[src/rtl/wprot_pkg.sv]
package wprot_pkg;

  localparam int unsigned SR_W        = 8;
  localparam int unsigned SR_LOCK_BIT = 7;
  localparam int unsigned SR_RNG_HI   = 3;
  localparam int unsigned SR_RNG_LO   = 2;
  localparam int unsigned SR_EN_BIT   = 1;
  localparam int unsigned SR_BSY_BIT  = 0;

  typedef enum logic [1:0] {
    RNG_NONE = 2'b00,
    RNG_QTR  = 2'b01,
    RNG_HALF = 2'b10,
    RNG_ALL  = 2'b11
  } rng_lvl_e;

  typedef struct packed {
    logic       lock_en;
    logic [1:0] rng;
  } cfg_t;

endpackage

[src/rtl/wprot_rst_sync.sv]
module wprot_rst_sync #(
  parameter int unsigned STAGES = 2
) (
  input  logic clk,
  input  logic rst_n_i,
  output logic rst_n_o
);
  logic [STAGES-1:0] sync_q;

  always_ff @(posedge clk or negedge rst_n_i) begin
    if (!rst_n_i) sync_q <= '0;
    else          sync_q <= {sync_q[STAGES-2:0], 1'b1};
  end

  assign rst_n_o = sync_q[STAGES-1];
endmodule

[src/rtl/wprot_range_dec.sv]
module wprot_range_dec
  import wprot_pkg::*;
#(
  parameter int unsigned ADDR_W = 15
) (
  input  logic [ADDR_W-1:0] addr_i,
  input  rng_lvl_e          lvl_i,
  output logic              prot_o
);
  localparam int unsigned MSB = ADDR_W - 1;

  logic [1:0] top2;
  logic [ADDR_W-3:0] unused_low;

  assign top2       = addr_i[MSB -: 2];
  assign unused_low = addr_i[ADDR_W-3:0];

  always_comb begin
    unique case (lvl_i)
      RNG_NONE: prot_o = 1'b0;
      RNG_QTR:  prot_o = (top2 == 2'b11);
      RNG_HALF: prot_o = top2[1];
      RNG_ALL:  prot_o = 1'b1;
      default:  prot_o = 1'b1;
    endcase
  end
endmodule

[src/rtl/wprot_wen_latch.sv]
module wprot_wen_latch (
  input  logic clk,
  input  logic rst_n,
  input  logic set_i,
  input  logic clr_i,
  input  logic done_i,
  input  logic busy_i,
  output logic wen_o
);
  logic wen_q, wen_d, wen_upd;

  always_comb begin
    wen_upd = 1'b0;
    wen_d   = wen_q;
    if (done_i) begin
      wen_upd = 1'b1;
      wen_d   = 1'b0;
    end else if (!busy_i && clr_i) begin
      wen_upd = 1'b1;
      wen_d   = 1'b0;
    end else if (!busy_i && set_i) begin
      wen_upd = 1'b1;
      wen_d   = 1'b1;
    end
  end

  always_ff @(posedge clk or negedge rst_n) begin
    if (!rst_n)       wen_q <= 1'b0;
    else if (wen_upd) wen_q <= wen_d;
  end

  assign wen_o = wen_q;
endmodule

[src/rtl/wprot_sr_commit.sv]
module wprot_sr_commit
  import wprot_pkg::*;
(
  input  logic           clk,
  input  logic           rst_n,
  input  logic           cs_act_i,
  input  logic           wp_n_i,
  input  logic           busy_i,
  input  logic           req_i,
  input  logic [SR_W-1:0] wdata_i,
  input  logic           permit_i,
  output cfg_t           cfg_o,
  output logic           commit_o
);
  cfg_t cfg_q, cfg_d, pend_cfg_q, pend_cfg_d;
  logic pend_q, pend_d;
  logic cs_q;
  logic commit_q;
  logic hw_lock, accept, cancel, cs_fall, commit;
  logic [2:0] unused_wdata;
  logic [1:0] unused_wdata_lo;

  assign unused_wdata    = wdata_i[6:4];
  assign unused_wdata_lo = wdata_i[SR_EN_BIT:SR_BSY_BIT];

  assign hw_lock = cfg_q.lock_en & ~wp_n_i;
  assign accept  = req_i & cs_act_i & ~busy_i & permit_i;
  assign cancel  = pend_q & cs_act_i & hw_lock;
  assign cs_fall = cs_q & ~cs_act_i;
  assign commit  = pend_q & cs_fall & ~hw_lock;

  always_comb begin
    pend_d     = pend_q;
    pend_cfg_d = pend_cfg_q;
    cfg_d      = cfg_q;
    if (!cs_act_i || cancel) begin
      pend_d = 1'b0;
    end else if (accept) begin
      pend_d             = 1'b1;
      pend_cfg_d.lock_en = wdata_i[SR_LOCK_BIT];
      pend_cfg_d.rng     = wdata_i[SR_RNG_HI:SR_RNG_LO];
    end
    if (commit) cfg_d = pend_cfg_q;
  end

  always_ff @(posedge clk or negedge rst_n) begin
    if (!rst_n) begin
      cs_q       <= 1'b0;
      pend_q     <= 1'b0;
      pend_cfg_q <= '0;
      cfg_q      <= '0;
      commit_q   <= 1'b0;
    end else begin
      cs_q     <= cs_act_i;
      pend_q   <= pend_d;
      commit_q <= commit;
      if (accept) pend_cfg_q <= pend_cfg_d;
      if (commit) cfg_q      <= cfg_d;
    end
  end

  assign cfg_o    = cfg_q;
  assign commit_o = commit_q;
endmodule

[src/rtl/wprot_status_ctrl.sv]
module wprot_status_ctrl
  import wprot_pkg::*;
#(
  parameter int unsigned ADDR_W = 15
) (
  input  logic              clk,
  input  logic              rst_n,
  input  logic              wen_set_i,
  input  logic              wen_clr_i,
  input  logic              sr_wr_req_i,
  input  logic [7:0]        sr_wdata_i,
  input  logic              cs_act_i,
  input  logic              wp_n_i,
  input  logic              busy_i,
  input  logic              cyc_done_i,
  input  logic [ADDR_W-1:0] addr_i,
  output logic [7:0]        status_o,
  output logic              arr_wr_ok_o,
  output logic              sr_wr_ok_o,
  output logic              sr_commit_o
);
  logic     rst_n_s;
  logic     wen_q;
  logic     wpen_q;
  logic     prot;
  cfg_t     cfg;
  rng_lvl_e lvl;

  wprot_rst_sync #(.STAGES(2)) u_rst (
    .clk     (clk),
    .rst_n_i (rst_n),
    .rst_n_o (rst_n_s)
  );

  wprot_wen_latch u_wen (
    .clk    (clk),
    .rst_n  (rst_n_s),
    .set_i  (wen_set_i),
    .clr_i  (wen_clr_i),
    .done_i (cyc_done_i),
    .busy_i (busy_i),
    .wen_o  (wen_q)
  );

  wprot_sr_commit u_sr (
    .clk      (clk),
    .rst_n    (rst_n_s),
    .cs_act_i (cs_act_i),
    .wp_n_i   (wp_n_i),
    .busy_i   (busy_i),
    .req_i    (sr_wr_req_i),
    .wdata_i  (sr_wdata_i),
    .permit_i (sr_wr_ok_o),
    .cfg_o    (cfg),
    .commit_o (sr_commit_o)
  );

  assign wpen_q = cfg.lock_en;
  assign lvl    = rng_lvl_e'(cfg.rng);

  wprot_range_dec #(.ADDR_W(ADDR_W)) u_rng (
    .addr_i (addr_i),
    .lvl_i  (lvl),
    .prot_o (prot)
  );

  assign arr_wr_ok_o = wen_q & ~prot;
  assign sr_wr_ok_o  = wen_q & (~wpen_q | wp_n_i);

  always_comb begin
    status_o = '0;
    if (busy_i) begin
      status_o = '1;
    end else begin
      status_o[SR_LOCK_BIT]         = wpen_q;
      status_o[SR_RNG_HI:SR_RNG_LO] = cfg.rng;
      status_o[SR_EN_BIT]           = wen_q;
      status_o[SR_BSY_BIT]          = 1'b0;
    end
  end
endmodule

[config.mk]
export PLATFORM = sky130hd
export DESIGN_NAME = wprot_status_ctrl
export DESIGN_NICKNAME = d
export VERILOG_FILES = /design/src/rtl/wprot_pkg.sv /design/src/rtl/wprot_rst_sync.sv /design/src/rtl/wprot_range_dec.sv /design/src/rtl/wprot_wen_latch.sv /design/src/rtl/wprot_sr_commit.sv /design/src/rtl/wprot_status_ctrl.sv
export SDC_FILE = /design/constraint.sdc
export NUM_CORES = 1
export LEC_CHECK = 0
export BUFFER_PORTS_ARGS = -buffer_cell sky130_fd_sc_hd__buf_2
export CAP_MARGIN = 25
export CORE_AREA = 2 2 44 46
export DETAILED_ROUTE_END_ITERATION = 16
export DIE_AREA = 0 0 46 48
export PLACE_DENSITY = 0.74
export SLEW_MARGIN = 20
export SYNTH_ARGS = -nofsm -noshare
export SYNTH_HDL_FRONTEND = slang
export SYNTH_SLANG_ARGS = --single-unit
[constraint.sdc]
create_clock -name clk -period 0.8 [get_ports clk]
set_input_delay 0.12 -clock clk [delete_from_list [all_inputs] [get_ports clk]]
set_output_delay 0.12 -clock clk [all_outputs]
set_load 0.02 [all_outputs]
Word-level counts from Yosys, hierarchy flattened
Cells that the tools add are included.
W data, S select, Z words.
- register bits after elaboration: 12
- bits of input ports: 32
- word-level logic and storage cells: 54
- reductions and logical operators: 10
- equality and inequality tests: 4
- bitwise logic cells: 19
- multiplexer cells: 12
- operators by type and width (kind ; count):
    $and A1 B1 Y1 ; 11
    $mux W1 ; 9
    $not A1 Y1 ; 7
    $eq A2 B2 Y1 const B ; 3
    $mux W4 ; 1
    $pmux W1 S4 ; 1
    $reduce_and A2 Y1 ; 2
    $mux W3 ; 1
    $reduce_bool A3 Y1 ; 1
    $eq A2 B1 Y1 const B ; 1
    $logic_and A1 B1 Y1 ; 2
    $logic_not A1 Y1 ; 2
    $logic_not A2 Y1 ; 1
    $reduce_bool A2 Y1 ; 1
    $logic_or A1 B1 Y1 ; 1
    $or A1 B1 Y1 ; 1

Logic depth before layout (Yosys ltp)
Gate-level depths: netlist (run 1).
- depth after elaboration: 6
- mapped depth: 3
- mapped depth without buffers: 3

Modules after synthesis
From an unflattened synthesis (run 1), not the netlist that was laid out.
- cell total of the unflattened synthesis: 45
- area, all modules: 575.6 µm²
- modules (own cells, without submodules) (module ; cells an instance ; area each (µm²) ; times used):
    wprot_sr_commit ; 23 ; 381.6 ; 1
    wprot_status_ctrl ; 11 ; 72.6 ; 1
    wprot_rst_sync ; 3 ; 53.8 ; 1
    wprot_wen_latch ; 5 ; 53.8 ; 1
    wprot_range_dec ; 3 ; 13.8 ; 1

Worst setup path after synthesis (run 1)
No wires, ideal clock.
- kind: reg-to-reg
- start: reg u_sr.pend_q
- end: reg u_sr.cfg_q, in the netlist u_sr.cfg_o[0]
- library setup time: 0.125 ns
- cell stages (with the launch flop): 4
- required time: 0.675 ns
- slack: -0.313 ns
- arrival: 0.988 ns
- period minus slack after synthesis: 1.113 ns
- cell sequence: dfrtp_1 and3b_1 and2_4 mux2_4
- longest elaborated chain between the ends: 2
- RTL lines (element ; line ; text):
    start: declaration ; wprot_sr_commit.sv:16 ; logic pend_q, pend_d;
    start signal: assignment ; wprot_sr_commit.sv:55 ; pend_q <= pend_d;
    $and A1 B1 Y1 (2 in series) ; wprot_sr_commit.sv:30 ; assign commit = pend_q & cs_fall & ~hw_lock;
    via u_sr.commit ; wprot_sr_commit.sv:19 ; logic hw_lock, accept, cancel, cs_fall, commit;
    end signal: assignment ; wprot_sr_commit.sv:58 ; if (commit) cfg_q <= cfg_d;
    end: declaration ; wprot_sr_commit.sv:15 ; cfg_t cfg_q, cfg_d, pend_cfg_q, pend_cfg_d;
The timed path passes the listed nets, and every way through them passes these cells.
A chain may end at the register's enable or synchronous reset.

Worst setup path after layout (run 1)
- start: reg u_wen.wen_q, in the netlist u_wen.wen_o
- end: out status_o[1]
- longest elaborated chain between the ends: 1
- RTL lines (element ; line ; text):
    start: declaration ; wprot_wen_latch.sv:10 ; logic wen_q, wen_d, wen_upd;
    start signal: assignment ; wprot_wen_latch.sv:29 ; else if (wen_upd) wen_q <= wen_d;
    $mux W4 ; wprot_status_ctrl.sv:72 ; if (busy_i) begin
    end: declaration ; wprot_status_ctrl.sv:17 ; output logic [7:0] status_o,
No other way between the ends.

==> results.md, run 1 <==
- The critical register-to-register path startpoint is u_wen.wen_o.
- In the final routed layout, each cell accounts on average for approximately 13 um.
- The clock net in this run drives a total of 12 sinks.
- In the routed design, unresolved DRC markers number 0.
- The leakage dissipation is about 0.47 nW.
- The power density over cell area is between 1500 and 2000 nW/um^2.
- Once layout is complete, the cells apart from fillers number 95.
- The logic depth of the worst register-to-register path is 3.
- The die extent in y is about 48 um.
- The startpoint identified for the worst hold timing path is wen_clr_i.
- The synthesized area per cell is around 13 sq um.
- The kind of critical path is register to output pin.
- Clock-pin slew was measured on the worst setup and hold paths at 70 ps.
- The sequential area share after synthesis is between 50% and 60%.
- Once routing completed, OpenROAD measured the worst setup slack at -456 ps.
- The total chip power is ~1.4 mW.
- Counting instances, the worst hold path has a depth of 2.
- The endpoint arrival time on the critical path is 1140 ps.
- The smallest clock period supported by the final layout is computed as between 1000 and 1500 ps.
- The count of different cell masters after synthesis is 20.
- The total clock buffers created by CTS is 3.
- Yosys printed 0 warnings.
- Setup slack on the worst reg-to-reg path comes out at -360 ps.
- At the end of routability-driven placement, the weighted congestion stood at approximately 0.66.
- Setup repair after global routing could not meet its margin everywhere.
- The via count of the first global-routing pass came to 430.
- The element type at the critical path end is an output pin.
- Once the floorplan was initialized, standard cells occupied 31.3% of the core.
- The count of mapped cells out of synthesis is just over 40.
- The remaining antenna violation count is 0.
- After synthesis the netlist holds a flip-flop and latch count of 12.
- The post-synth net total is 73.
- The endpoint identified for the worst register-to-register timing path is u_sr.pend_cfg_q[2].
- For this run the aggregate overflow at the end of global routing stands at 0.
- For this run, the total global-route usage over all layers was measured as between 10% and 20%.
- Of all nets on the critical path, the largest fanout is 4.
- Using the TritonRoute via totals, the vias-per-cell ratio works out to approximately 4.6.
- The endpoint with the worst hold slack is u_wen.wen_o.
- The number of hold violations in the final report is 0.
- For this run, the post-layout net count is around 110.
- The final cell utilization of the core is a little over half.
- The worst hold path class is input pin to register.
- The final-report max-slew violation count is 0.
- The floorplan row count is 15.
- The post-route netlist has between 70% and 80% of its cells at a drive strength greater than 1.
- The cell area that synthesis handed to floorplanning was between 500 and 600 sq um.
- Relative to the synthesized area, the layout overhead comes to 66.8%.
- In this run the standard cell core region covers 1690 sq um.
- The tree is rooted in a sky130_fd_sc_hd__clkbuf_4.
- The detailed-route via count is around 440.
- The pre-CTS setup slack is -340 ps.
- The deepest level of the CTS H-tree is 1.
- STA classifies the critical path startpoint as a register.
- The first routing iteration left 10 violations.
- 43 I/O pins were placed.
- The routed wire length is roughly 1200 um.
- The final reports fail on negative setup slack.
- Input and output buffers added on the ports amount to 24.
- At the worst endpoint, the required time is 680 ps.
- The initial antenna violation count came to 0.
- The count of TritonRoute iterations in the first routing pass is 5.
- Entering global routing, the biggest net connects 11 pins.
- The run finished, with violations left.
- The area of the die is between 2000 and 2500 sq um.
- The count of placed standard cells including taps is 84.
- The floorplan die width is 46 um.
- The first global-routing pass estimated between 1500 and 2000 um of wire.
- For the final routed database, the setup TNS stands at -4800 ps.
- The timing-limited maximum frequency is around 800 MHz.
- On the final layout, the worst clock skew is 3.94 ps.
- The number of buffers on the longest clock path is 2.
- The share of the clock period used by the worst path is 157%.
- The HPWL after detailed placement is 840 um.
- The TritonCTS clock tree is built.
- Setup violations remaining at the end of the flow were counted as 16.
- VDD sags by at most around 0.0011 V.
- The number of violations of the max-capacitance limit is 0.
- The number of antenna diodes in the final layout is 0.
- For the worst-skew pair, the clock arrives at the later sink with an insertion delay of 260 ps.
==> how the worst max path moves through the flow <==
stage	startpoint	end
finish	u_wen.wen_o	status_o[1]
global route	u_wen.wen_o	status_o[1]
CTS	u_sr.cfg_o[2]	status_o[7]
detailed placement	u_sr.pend_q	u_sr.cfg_o[0]
global placement	u_sr.pend_q	u_sr.cfg_o[0]
floorplan	u_sr.pend_q	u_sr.cfg_o[0]
==> cell usage after synthesis <==
cell / n / area share [%]
sky130_fd_sc_hd__nand3_2: 1 / 1.9
sky130_fd_sc_hd__and2_1: 1 / 1.2
sky130_fd_sc_hd__buf_4: 4 / 5.7
sky130_fd_sc_hd__a211oi_1: 1 / 1.4
sky130_fd_sc_hd__o21ai_0: 1 / 0.95
sky130_fd_sc_hd__nand3_1: 1 / 0.95
sky130_fd_sc_hd__a21oi_1: 1 / 0.95
sky130_fd_sc_hd__conb_1: 1 / 0.71
sky130_fd_sc_hd__o211a_1: 1 / 1.9
sky130_fd_sc_hd__or2_2: 4 / 4.7
sky130_fd_sc_hd__nand2b_1: 1 / 1.2
sky130_fd_sc_hd__and2_4: 1 / 1.7
sky130_fd_sc_hd__dfrtp_1: 12 / 57
sky130_fd_sc_hd__and3_1: 1 / 1.2
sky130_fd_sc_hd__mux2_2: 3 / 6.4
sky130_fd_sc_hd__mux2_4: 2 / 5.7
sky130_fd_sc_hd__inv_1: 1 / 0.71
sky130_fd_sc_hd__and3b_1: 2 / 3.3
sky130_fd_sc_hd__a22o_2: 1 / 1.9
sky130_fd_sc_hd__nand2_1: 1 / 0.71
==> kinds of logic (layout without fill, tap and decap cells) <==
| group | after synthesis | count (layout) | share of synthesized area (%) |
|---|---|---|---|
| simple gates | 13 | 13 | 16.8 |
| flops | 12 | 12 | 56.9 |
| buf+inv | 5 | 42 | 6.40 |
| compound gates | 5 | 5 | 7.11 |
| mux | 5 | 5 | 12.1 |
| other cells | 1 | 1 | 0.710 |
==> report_power, final <==
group          total, mW  switching (mW)  internal [mW]
Combinational      0.381           0.138          0.242
Clock              0.351           0.177          0.174
Sequential         0.716          0.0484          0.667
Total               1.45           0.364           1.08
==> routing by layer <==
metal | global-route usage [%] | wire length [um] | vias up | share of wire (%)
li1 | - | - | 209 | -
met1 | 13.5 | 459 | 201 | 38
met2 | 24.4 | 646 | 27 | 53
met3 | 5.66 | 104 | 2 | 8.5
met4 | 3.43 | 6 | 0 | 0.49
met5 | 0 | 0 | - | 0
==> worst max-delay path, cell delays in order (launching register included) <==
cell,delay (ps)
sky130_fd_sc_hd__dfrtp_1,400
sky130_fd_sc_hd__buf_6,130
sky130_fd_sc_hd__or2_4,220
sky130_fd_sc_hd__buf_6,130
==> layout by cell type, fill, tap and decap left out, types with 2 or more instances in the layout <==
cell type                       instances
sky130_fd_sc_hd__dlygate4sd3_1          2
sky130_fd_sc_hd__buf_4                  9
sky130_fd_sc_hd__and2_4                 2
sky130_fd_sc_hd__buf_6                 10
sky130_fd_sc_hd__or2_4                  4
sky130_fd_sc_hd__clkbuf_4               3
sky130_fd_sc_hd__buf_2                 17
sky130_fd_sc_hd__mux2_4                 5
sky130_fd_sc_hd__dfrtp_1               12
==> state kept, by name, summed over array words and instances, names as in the netlist <==
name,cells
u_sr.commit_o,1
u_rst.sync_q,2
u_sr.pend_cfg_q,3
u_sr.pend_q,1
u_sr.cs_q,1
u_sr.cfg_o,3
u_wen.wen_o,1
==> cell type report <==
class	instances	area [sq um]
Clock buffer	3	22.5
Fill cell	148	808
Multi-Input combinational cell	24	248
Timing Repair Buffer	38	285
Tap cell	17	21.3
Inverter	1	3.75
Sequential cell	12	300
==> stage by stage <==
stage | hold slack [ps] | instance area (sq um)
2_1_floorplan | -176 | 542
3_3_place_gp | -94.8 | 698
3_5_place_dp | -92.5 | 698
4_1_cts | 28.2 | 855
5_1_grt | 32.8 | 881
6_report | 40.8 | 881
==> timing repair <==
item,in CTS,in global routing
pin swaps,5,2
hold buffers,2,0
resized for setup,25,2
setup endpoints to repair,16,16
endpoints found under the hold margin,3,0
buffers inserted,4,2
Note: power is estimated with default switching activity, not from simulation.
==> inputs of run 2 (changes only) <==
--- a/config.mk
+++ b/config.mk
@@ -5,12 +5,14 @@
 export SDC_FILE = /design/constraint.sdc
 export NUM_CORES = 1
 export LEC_CHECK = 0
+export ABC_AREA = 1
 export BUFFER_PORTS_ARGS = -buffer_cell sky130_fd_sc_hd__buf_2
 export CAP_MARGIN = 25
-export CORE_AREA = 2 2 44 46
+export CORE_AREA = 2 2 45 47
+export CTS_BUF_LIST = sky130_fd_sc_hd__clkbuf_16
 export DETAILED_ROUTE_END_ITERATION = 16
-export DIE_AREA = 0 0 46 48
-export PLACE_DENSITY = 0.74
+export DIE_AREA = 0 0 47 49
+export PLACE_DENSITY = 0.75
 export SLEW_MARGIN = 20
 export SYNTH_ARGS = -nofsm -noshare
 export SYNTH_HDL_FRONTEND = slang
==> results.md, run 2 <==
- The routed design has between 1000 and 1500 um of wire.
- The TritonCTS clock tree is built.
- Global routing consumed, over all layers together, between 10% and 20% of the routing resources.
- The area of the die is 2300 sq um.
- The logic depth of the worst register-to-register path is 6.
- In this run, CTS created clock tree buffers numbering 3.
- The pre-CTS setup slack is -157 ps.
- The worst hold path terminates at u_sr.cs_q.
- The via count of the first global-routing pass is roughly 470.
- Per report_power, the sequential group accounts for roughly a third of the total.
- The power density over cell area is about 2400 nW/um^2.
- The area of the placeable core is 1840 sq um.
- The repair_antennas step left the layout with diodes totalling 0.
- The ratio of routed vias to standard cells is ~4.
- Counting every net in the synthesized netlist gives 98.
- The worst hold path begins at cs_act_i.
- The top-level port count is 43.
- The element type at the critical path end is an output pin.
- The met3 usage in global routing is 6.67%.
- The most used standard cell by instance count after synthesis is sky130_fd_sc_hd__nand2_1.
- The floorplan row count is 16.
- Along the worst hold path, the cell count comes to 1.
- The critical register-to-register path startpoint is u_sr.cfg_o[2].
- The detailed-route via count is between 500 and 600.
- The count of different cell masters after synthesis is 19.
- Counting flops with an async set or reset pin after synthesis yields a share of 100%.
- The net switching power of the design is roughly 0.57 mW.
- The HPWL after detailed placement is between 900 and 1000 um.
- The number of hold violations in the final report was 0.
- The synthesis-to-finish area growth is 60.3%.
- In this run, the number of DRC markers left after iteration 0 of detailed routing was 5.
- The cell-internal power is about 1.7 mW.
- In this run the critical register-to-register path is captured at u_sr.cfg_o[2].
- The number of endpoints failing setup at the final stage is 16.
- The count of synthesis-stage warnings from yosys is 0.
- The leakage dissipation is 0.484 nW.
- In this run the worst path has a maximum fanout of 4.
- The layer flagged by global routing as most heavily used is met2.
- In this run the clock root is driven by a sky130_fd_sc_hd__clkbuf_16.
- The most frequently used flop master after synthesis is sky130_fd_sc_hd__dfrtp_1.
- Entering global routing, the biggest net connects 11 pins.
- Input and output buffers added on the ports amount to 24.
- The final reports fail on negative setup slack.
- sky130_fd_sc_hd__dfrtp_1 takes more of the synthesized area than any other cell.
- The congestion estimate from routability-driven global placement came to between 0.7 and 0.8.
- In the post-synthesis netlist, the biggest area contributors are sky130_fd_sc_hd__dfrtp_1 (51%), sky130_fd_sc_hd__nand2_1 (9.6%), sky130_fd_sc_hd__nor2_4 (5.8%), sky130_fd_sc_hd__nand3_1 (5.1%), sky130_fd_sc_hd__buf_4 (5.1%).
- The total number of nets in the final design is ~130.
- STA classifies the critical path startpoint as a register.
- The number of remaining DRC errors is 0.
- The worst setup path is of the register to output pin kind.
- The clock group share of total power is 39.2%.
- The first global-routing pass estimated between 1500 and 2000 um of wire.
- The area share of the largest cell type after synthesis is between 50% and 60%.
- The area of all placed cells without fillers is approximately 940 sq um.
- The number of violations of the max-capacitance limit is 0.
- The initial antenna violation count is 0.
- CTS built an H-tree with a depth of 1.
- The synthesized area per cell is around 9 sq um.
- In the global route stage, met1 resource usage came out at between 10 and 15%.
- Sequential elements use about half of the synthesized area.
- After detailed placement, the total cell area comes to ~730 sq um.
- After layout, the worst setup slack is -376 ps.
- The die extent in y is around 49 um.
- Setup repair after global routing could not meet its margin everywhere.
- Once placement completed, the tool counted placed cells totaling around 110.
- The clock net in this run drives a total of 12 sinks.
- The worst register-to-register path has a setup slack of -190 ps.
- IR analysis of the VDD net gives a maximum drop of a little under 0.002 V.
- The number of buffers on the longest clock path is 2.
- The share of power burned in combinational logic is between 20% and 30%.
- Counting flops and latches in the post-synthesis netlist gives 12.
- At the end of the flow the core is filled with cells to between 50 and 60%.
- In the synthesized netlist, the cells that appear most often are sky130_fd_sc_hd__nand2_1 (15), sky130_fd_sc_hd__dfrtp_1 (12), sky130_fd_sc_hd__inv_1 (6), sky130_fd_sc_hd__nand3_1 (6).
- Global routing finished with a remaining overflow of 0.
- The count of mapped cells out of synthesis is 66.
- The floorplan die width is around 47 um.
- The worst hold path belongs to the class input pin to register.
- Based on the critical path, the design can be clocked at up to 850 MHz.
- For met2 alone, demand over resource in global routing was a little under a fifth.
- Counting flops with a built-in enable in the synthesized netlist gives 0.
- The total chip power is 2.26 mW.
- The final-report max-slew violation count is 0.
- The detail route stage leaves a number of antenna-violating nets equal to 0.
- The clock latency on the worst-skew pair is around 240 ps.
- The flow ran to the end, but the final reports show violations.
- The cell area that synthesis handed to floorplanning was 587 sq um.
- The worst path required time is between 600 and 700 ps.
- Counting I/O delays and the setup requirement, the final critical path takes approximately 1200 ps.
- In the finished design, the share of the clock period the worst path needs comes to 147%.
- In the layout the commonest cells are sky130_fd_sc_hd__buf_2 (17), sky130_fd_sc_hd__nand2_1 (13), sky130_fd_sc_hd__buf_6 (11), sky130_fd_sc_hd__dfrtp_1 (11).
- The library cell used most frequently in the layout, excluding fill and tap cells, is sky130_fd_sc_hd__buf_2.
- The switching portion of total power is between 20 and 30%.
- The clock-pin slew of the registers on the worst-case setup and hold paths is ~40 ps.
- The starting density of the core is 31.9%.
- Across the routed clock network, the largest skew measured is approximately 3.1 ps.
- The wire length per cell is just over 10 um.
- The ratio of cells with drive above 1 in the final layout is ~54%.
- The count of TritonRoute iterations in the first routing pass is 4.
- The number of non-filler instances in the completed layout is between 100 and 150.
- The endpoint arrival time on the critical path is roughly 1100 ps.
[run 2: changes by cell type after synthesis, sizes merged, moves of 3 or more]
cell    delta
nor2       +4
o21bai     +3
nand2     +16
mux2       -5
inv        +9
nand3      +5
[run 2: cell families (layout without fill, tap and decap cells)]
family / Yosys count / in the layout / synth area share (%)
and+or+nand+nor: 33 / 33 / 30.3
AOI/OAI and AO/OA: 6 / 6 / 6.39
other: 1 / 1 / 0.639
buffers and inverters: 14 / 45 / 11.5
DFF: 12 / 12 / 51.2
[run 2: critical path, stage by stage (launching register included)]
cell and delay (ps):
sky130_fd_sc_hd__dfrtp_1 390, sky130_fd_sc_hd__o21ai_1 120, sky130_fd_sc_hd__and3_4 190, sky130_fd_sc_hd__buf_6 110
[run 2: final cells by class]
type	instances	area [sq um]
Multi-Input combinational cell	40	251
Fill cell	190	901
Tap cell	27	33.8
Timing Repair Buffer	32	241
Inverter	10	37.5
Clock buffer	3	75.1
Sequential cell	12	302
[run 2: how the worst max path moves through the flow]
stage | startpoint | to | cells past startpoint
after floorplan | u_sr.cfg_o[2] | u_sr.pend_cfg_q[0] | 5
after global placement | u_sr.cfg_o[0] | arr_wr_ok_o | 3
after detailed placement | u_sr.cfg_o[0] | arr_wr_ok_o | 3
after CTS | u_sr.cfg_o[0] | arr_wr_ok_o | 3
after global routing | u_sr.cfg_o[0] | arr_wr_ok_o | 3
final | u_sr.cfg_o[0] | arr_wr_ok_o | 3
[run 2: timing repair]
item	4_1_cts	5_1_grt
setup endpoints to repair	14	16
pin swaps	6	8
gates resized for setup	19	6
buffers inserted	3	3
hold buffers	1	0
endpoints found under the hold margin	2	0
[run 2: power groups by stage]
stage / clock network [mW] / registers (mW) / logic [mW]
finish: 0.883 / 0.779 / 0.593
global route: 0.931 / 0.789 / 0.653
CTS: 0.911 / 0.780 / 0.520
detailed placement: 0 / 0.791 / 0.387
global placement: 0 / 0.783 / 0.383
floorplan: 0 / 0.772 / 0.281
[run 2: metrics by stage]
| stage | setup TNS, ps | hold WS [ps] |
|---|---|---|
| floorplan | -323 | -176 |
| global placement | -872 | -94.7 |
| detailed placement | -1040 | -91.8 |
| CTS | -3080 | 42.3 |
| global route | -3830 | 46.2 |
| finish | -3120 | 44.8 |
[run 2: routing by layer]
metal / part of all wire (%) / vias to the layer above
met5: 0 / -
met4: 0 / 0
met3: 8.5 / 0
met2: 51 / 24
met1: 40 / 224
li1: - / 263
==> inputs of run 3 (changes only) <==
--- a/config.mk
+++ b/config.mk
@@ -8,11 +8,13 @@
 export ABC_AREA = 1
 export BUFFER_PORTS_ARGS = -buffer_cell sky130_fd_sc_hd__buf_2
 export CAP_MARGIN = 25
-export CORE_AREA = 2 2 45 47
+export CELL_PAD_IN_SITES_DETAIL_PLACEMENT = 0
+export CELL_PAD_IN_SITES_GLOBAL_PLACEMENT = 2
+export CORE_AREA = 2 2 61 63
 export CTS_BUF_LIST = sky130_fd_sc_hd__clkbuf_16
 export DETAILED_ROUTE_END_ITERATION = 16
-export DIE_AREA = 0 0 47 49
-export PLACE_DENSITY = 0.75
+export DIE_AREA = 0 0 63 65
+export PLACE_DENSITY = 0.76
 export SLEW_MARGIN = 20
 export SYNTH_ARGS = -nofsm -noshare
 export SYNTH_HDL_FRONTEND = slang
==> results.md, run 3 (synthesis gave the netlist of run 2 again) <==
- The via count of the first global-routing pass is approximately 520.
- Detailed placement ended at an HPWL of around 1000 um.
- The count of buffers added on input and output ports is 24.
- Entering global routing, the biggest net connects 11 pins.
- The timing-limited maximum frequency is approximately 860 MHz.
- The sequential cells in the finished layout cover a total of between 300 and 400 sq um.
- The detailed-route via count is between 500 and 600.
- The total chip power is approximately 2.3 mW.
- The initial antenna violation count is 0.
- The power density over cell area is ~2300 nW/um^2.
- For the final database, setup skew stands at a little over 0.5 ps.
- The top cell types in the final layout, fill and taps aside, are sky130_fd_sc_hd__buf_2 (17), sky130_fd_sc_hd__nand2_1 (13), sky130_fd_sc_hd__buf_6 (13), sky130_fd_sc_hd__dfrtp_1 (12).
- For this design the static power due to leakage is slightly above 0.5 nW.
- For the finished layout, the period the worst path requires is between 1000 and 1500 ps.
- The die extent in y is between 60 and 70 um.
- Setup violations remaining at the end of the flow were counted as 16.
- The number of hold violations in the final report is 0.
- The floorplan die width is approximately 63 um.
- The wire length per cell is a little over 9 um.
- Once detail routing completed, the nets flagged for antenna violations numbered 0.
- After detailed routing, the number of remaining DRC violations is 0.
- The multi-input combinational cells in the finished layout cover a total of 268 sq um.
- In this run, placement finished with an instance count of 137.
- Of all nets on the critical path, the largest fanout is 4.
- The worst-case vdd ir drop is around 0.00080 V.
- The clock-pin slew of the registers on the worst-case setup and hold paths is approximately 40 ps.
- In this design, the stage delay of the slowest critical-path cell is 390 ps.
- The clock group share of total power is 39.6%.
- The worst path required time is around 680 ps.
- The checks that failed: negative setup slack.
- The share of the clock period used by the worst path is 146%.
- The ratio of routed vias to standard cells is between 3 and 4.
- The number of stages on the worst setup path is 3.
- The total inserted antenna cells is 0.
- Setup repair after global routing could not meet its margin everywhere.
- After the first detailed-routing iteration, the DRC count stood at 3.
- The number of buffers on the longest clock path is 2.
- After the flow finishes, the layout carries non-filler instances totaling between 150 and 200.
- The library cell used as clock root buffer is sky130_fd_sc_hd__clkbuf_16.
- Net switching is 26.4% of the power.
- The worst setup path is captured at an output pin.
- Per report_power, the sequential group accounts for about a third of the total.
- The sort of element at the start of the critical path is a register.
- The kind of critical path is register to output pin.
- The overall global routing resource usage is about 7.5%.
- The slowest stage cell on the critical path is sky130_fd_sc_hd__dfrtp_1.
- The end of the critical path is arr_wr_ok_o.
- The top-level port count is 43.
- The largest delay contributor family on the critical path is flip-flops.
- The logic depth of the worst register-to-register path is 6.
- The core region is 3500 sq um.
- The sink count of the clock tree is 12.
- Summed over all layers, the global routing overflow is 0.
- The launch point of the critical path is u_sr.cfg_o[0].
- The worst hold path class is input pin to register.
- The final cell utilization of the core is 29.5%.
- The filler cell count is 391.
- Final hold analysis gives a worst-case slack of 35.5 ps.
- The first-pass GRT wire length is around 2300 um.
- The final-report max-slew violation count came to 0.
- The initial utilization of the core area, before any placement, comes to ~17%.
- The area of the die is roughly 4100 sq um.
- The capture point of the worst reg-to-reg path is u_sr.pend_cfg_q[2].
- The slack of the worst reg-to-reg path is -230 ps.
- In this run the critical register-to-register path is launched from u_wen.wen_o.
- The endpoint arrival time on the critical path is ~1100 ps.
- After the last flow step, the layout net total stands at 136.
- The total clock buffers created by CTS is 3.
- The share of power burned in combinational logic is between 20% and 30%.
- The ratio of cells with drive above 1 in the final layout is a little under three fifths.
- The tool flagged a number of max-cap violations equal to 0.
- The clock latency on the worst-skew pair is between 200 and 250 ps.
- The routed design has about 1400 um of wire.
- The TritonCTS clock tree is built.
- OpenSTA, run right after detailed placement, puts the worst setup slack at -174 ps.
- CTS built an H-tree with a depth of 1.
- The floorplan has 22 rows.
- The smallest setup slack after layout is -366 ps.
- Together, buffers and inverters on the worst path number 1.
- The most common cell after layout, fill and taps aside is sky130_fd_sc_hd__buf_2.
- Cell internal power was estimated by the tool at around 1.7 mW.
- The final weighted congestion of routability-driven global placement is roughly 0.72.
- The synthesis-to-finish area growth is 75.7%.
- Before antenna repair, the detailed router went through 3 iterations.
- The net switching power of the design is ~0.61 mW.
- The flow ran to the end, but the final reports show violations.
- The critical path goes through o21ai_1 -> and3_4 -> buf_6.
## run 3: changes by cell type in the layout (fill, tap and decap cells not counted), sizes merged
cell    delta
buf        +5
clkinv     +1
## run 3: power by group through the flow
stage,registers [mW],clock network [mW],logic (mW)
4_1_cts,0.777,0.943,0.584
3_5_place_dp,0.794,0,0.406
3_3_place_gp,0.784,0,0.404
2_1_floorplan,0.772,0,0.281
6_report,0.774,0.923,0.633
5_1_grt,0.791,0.955,0.692
## run 3: worst min-delay path by stage
stage | end | startpoint | slack [ps] | depth (start not counted)
after global routing | u_sr.cs_q | cs_act_i | 50 | 1
after global placement | u_rst.sync_q[0] | rst_n | -90 | 1
after floorplan | u_rst.sync_q[0] | rst_n | -180 | 0
after detailed placement | u_rst.sync_q[0] | rst_n | -90 | 1
final | u_wen.wen_o | cyc_done_i | 40 | 2
after CTS | u_wen.wen_o | cyc_done_i | 40 | 2
## run 3: worst register-to-register path, delay by kind of cell (launching register included)
kind	cells	cell delay, ps
flops	1	370
compound gates	1	140
simple gates	2	110
buf+inv	3	310
## run 3: final cells by class
class                   instances  share of cell area (%)
clock inverters                 1                   0.364
multi-input cells              40                    26.0
clock buffers                   3                    7.28
flip-flops and latches         12                    29.1
repair buffers                 37                    27.8
well taps                      48                    5.83
inverters                      10                    3.64
## run 3: repair_timing
| action | CTS | global route |
|---|---|---|
| setup buffers | 6 | 4 |
| endpoints found under the setup margin | 14 | 15 |
| pin swaps | 7 | 8 |
| hold endpoints to repair | 2 | 0 |
| resized for setup | 21 | 9 |
| hold buffers | 1 | 0 |
## run 3: stage by stage
step	area [sq um]	setup TNS, ps
after floorplan	597	-323
after global placement	769	-1090
after detailed placement	769	-1130
after CTS	975	-3220
after global routing	1030	-4200
final	1030	-3500
## run 3: layer usage
layer	track usage (%)	routed length [um]	up-vias	part of all wire [%]
met5	0	0	-	0
met4	3.33	15	0	1.1
met3	3.13	116	2	8.4
met2	11.8	584	25	42
met1	8.80	669	246	48
li1	-	-	275	-
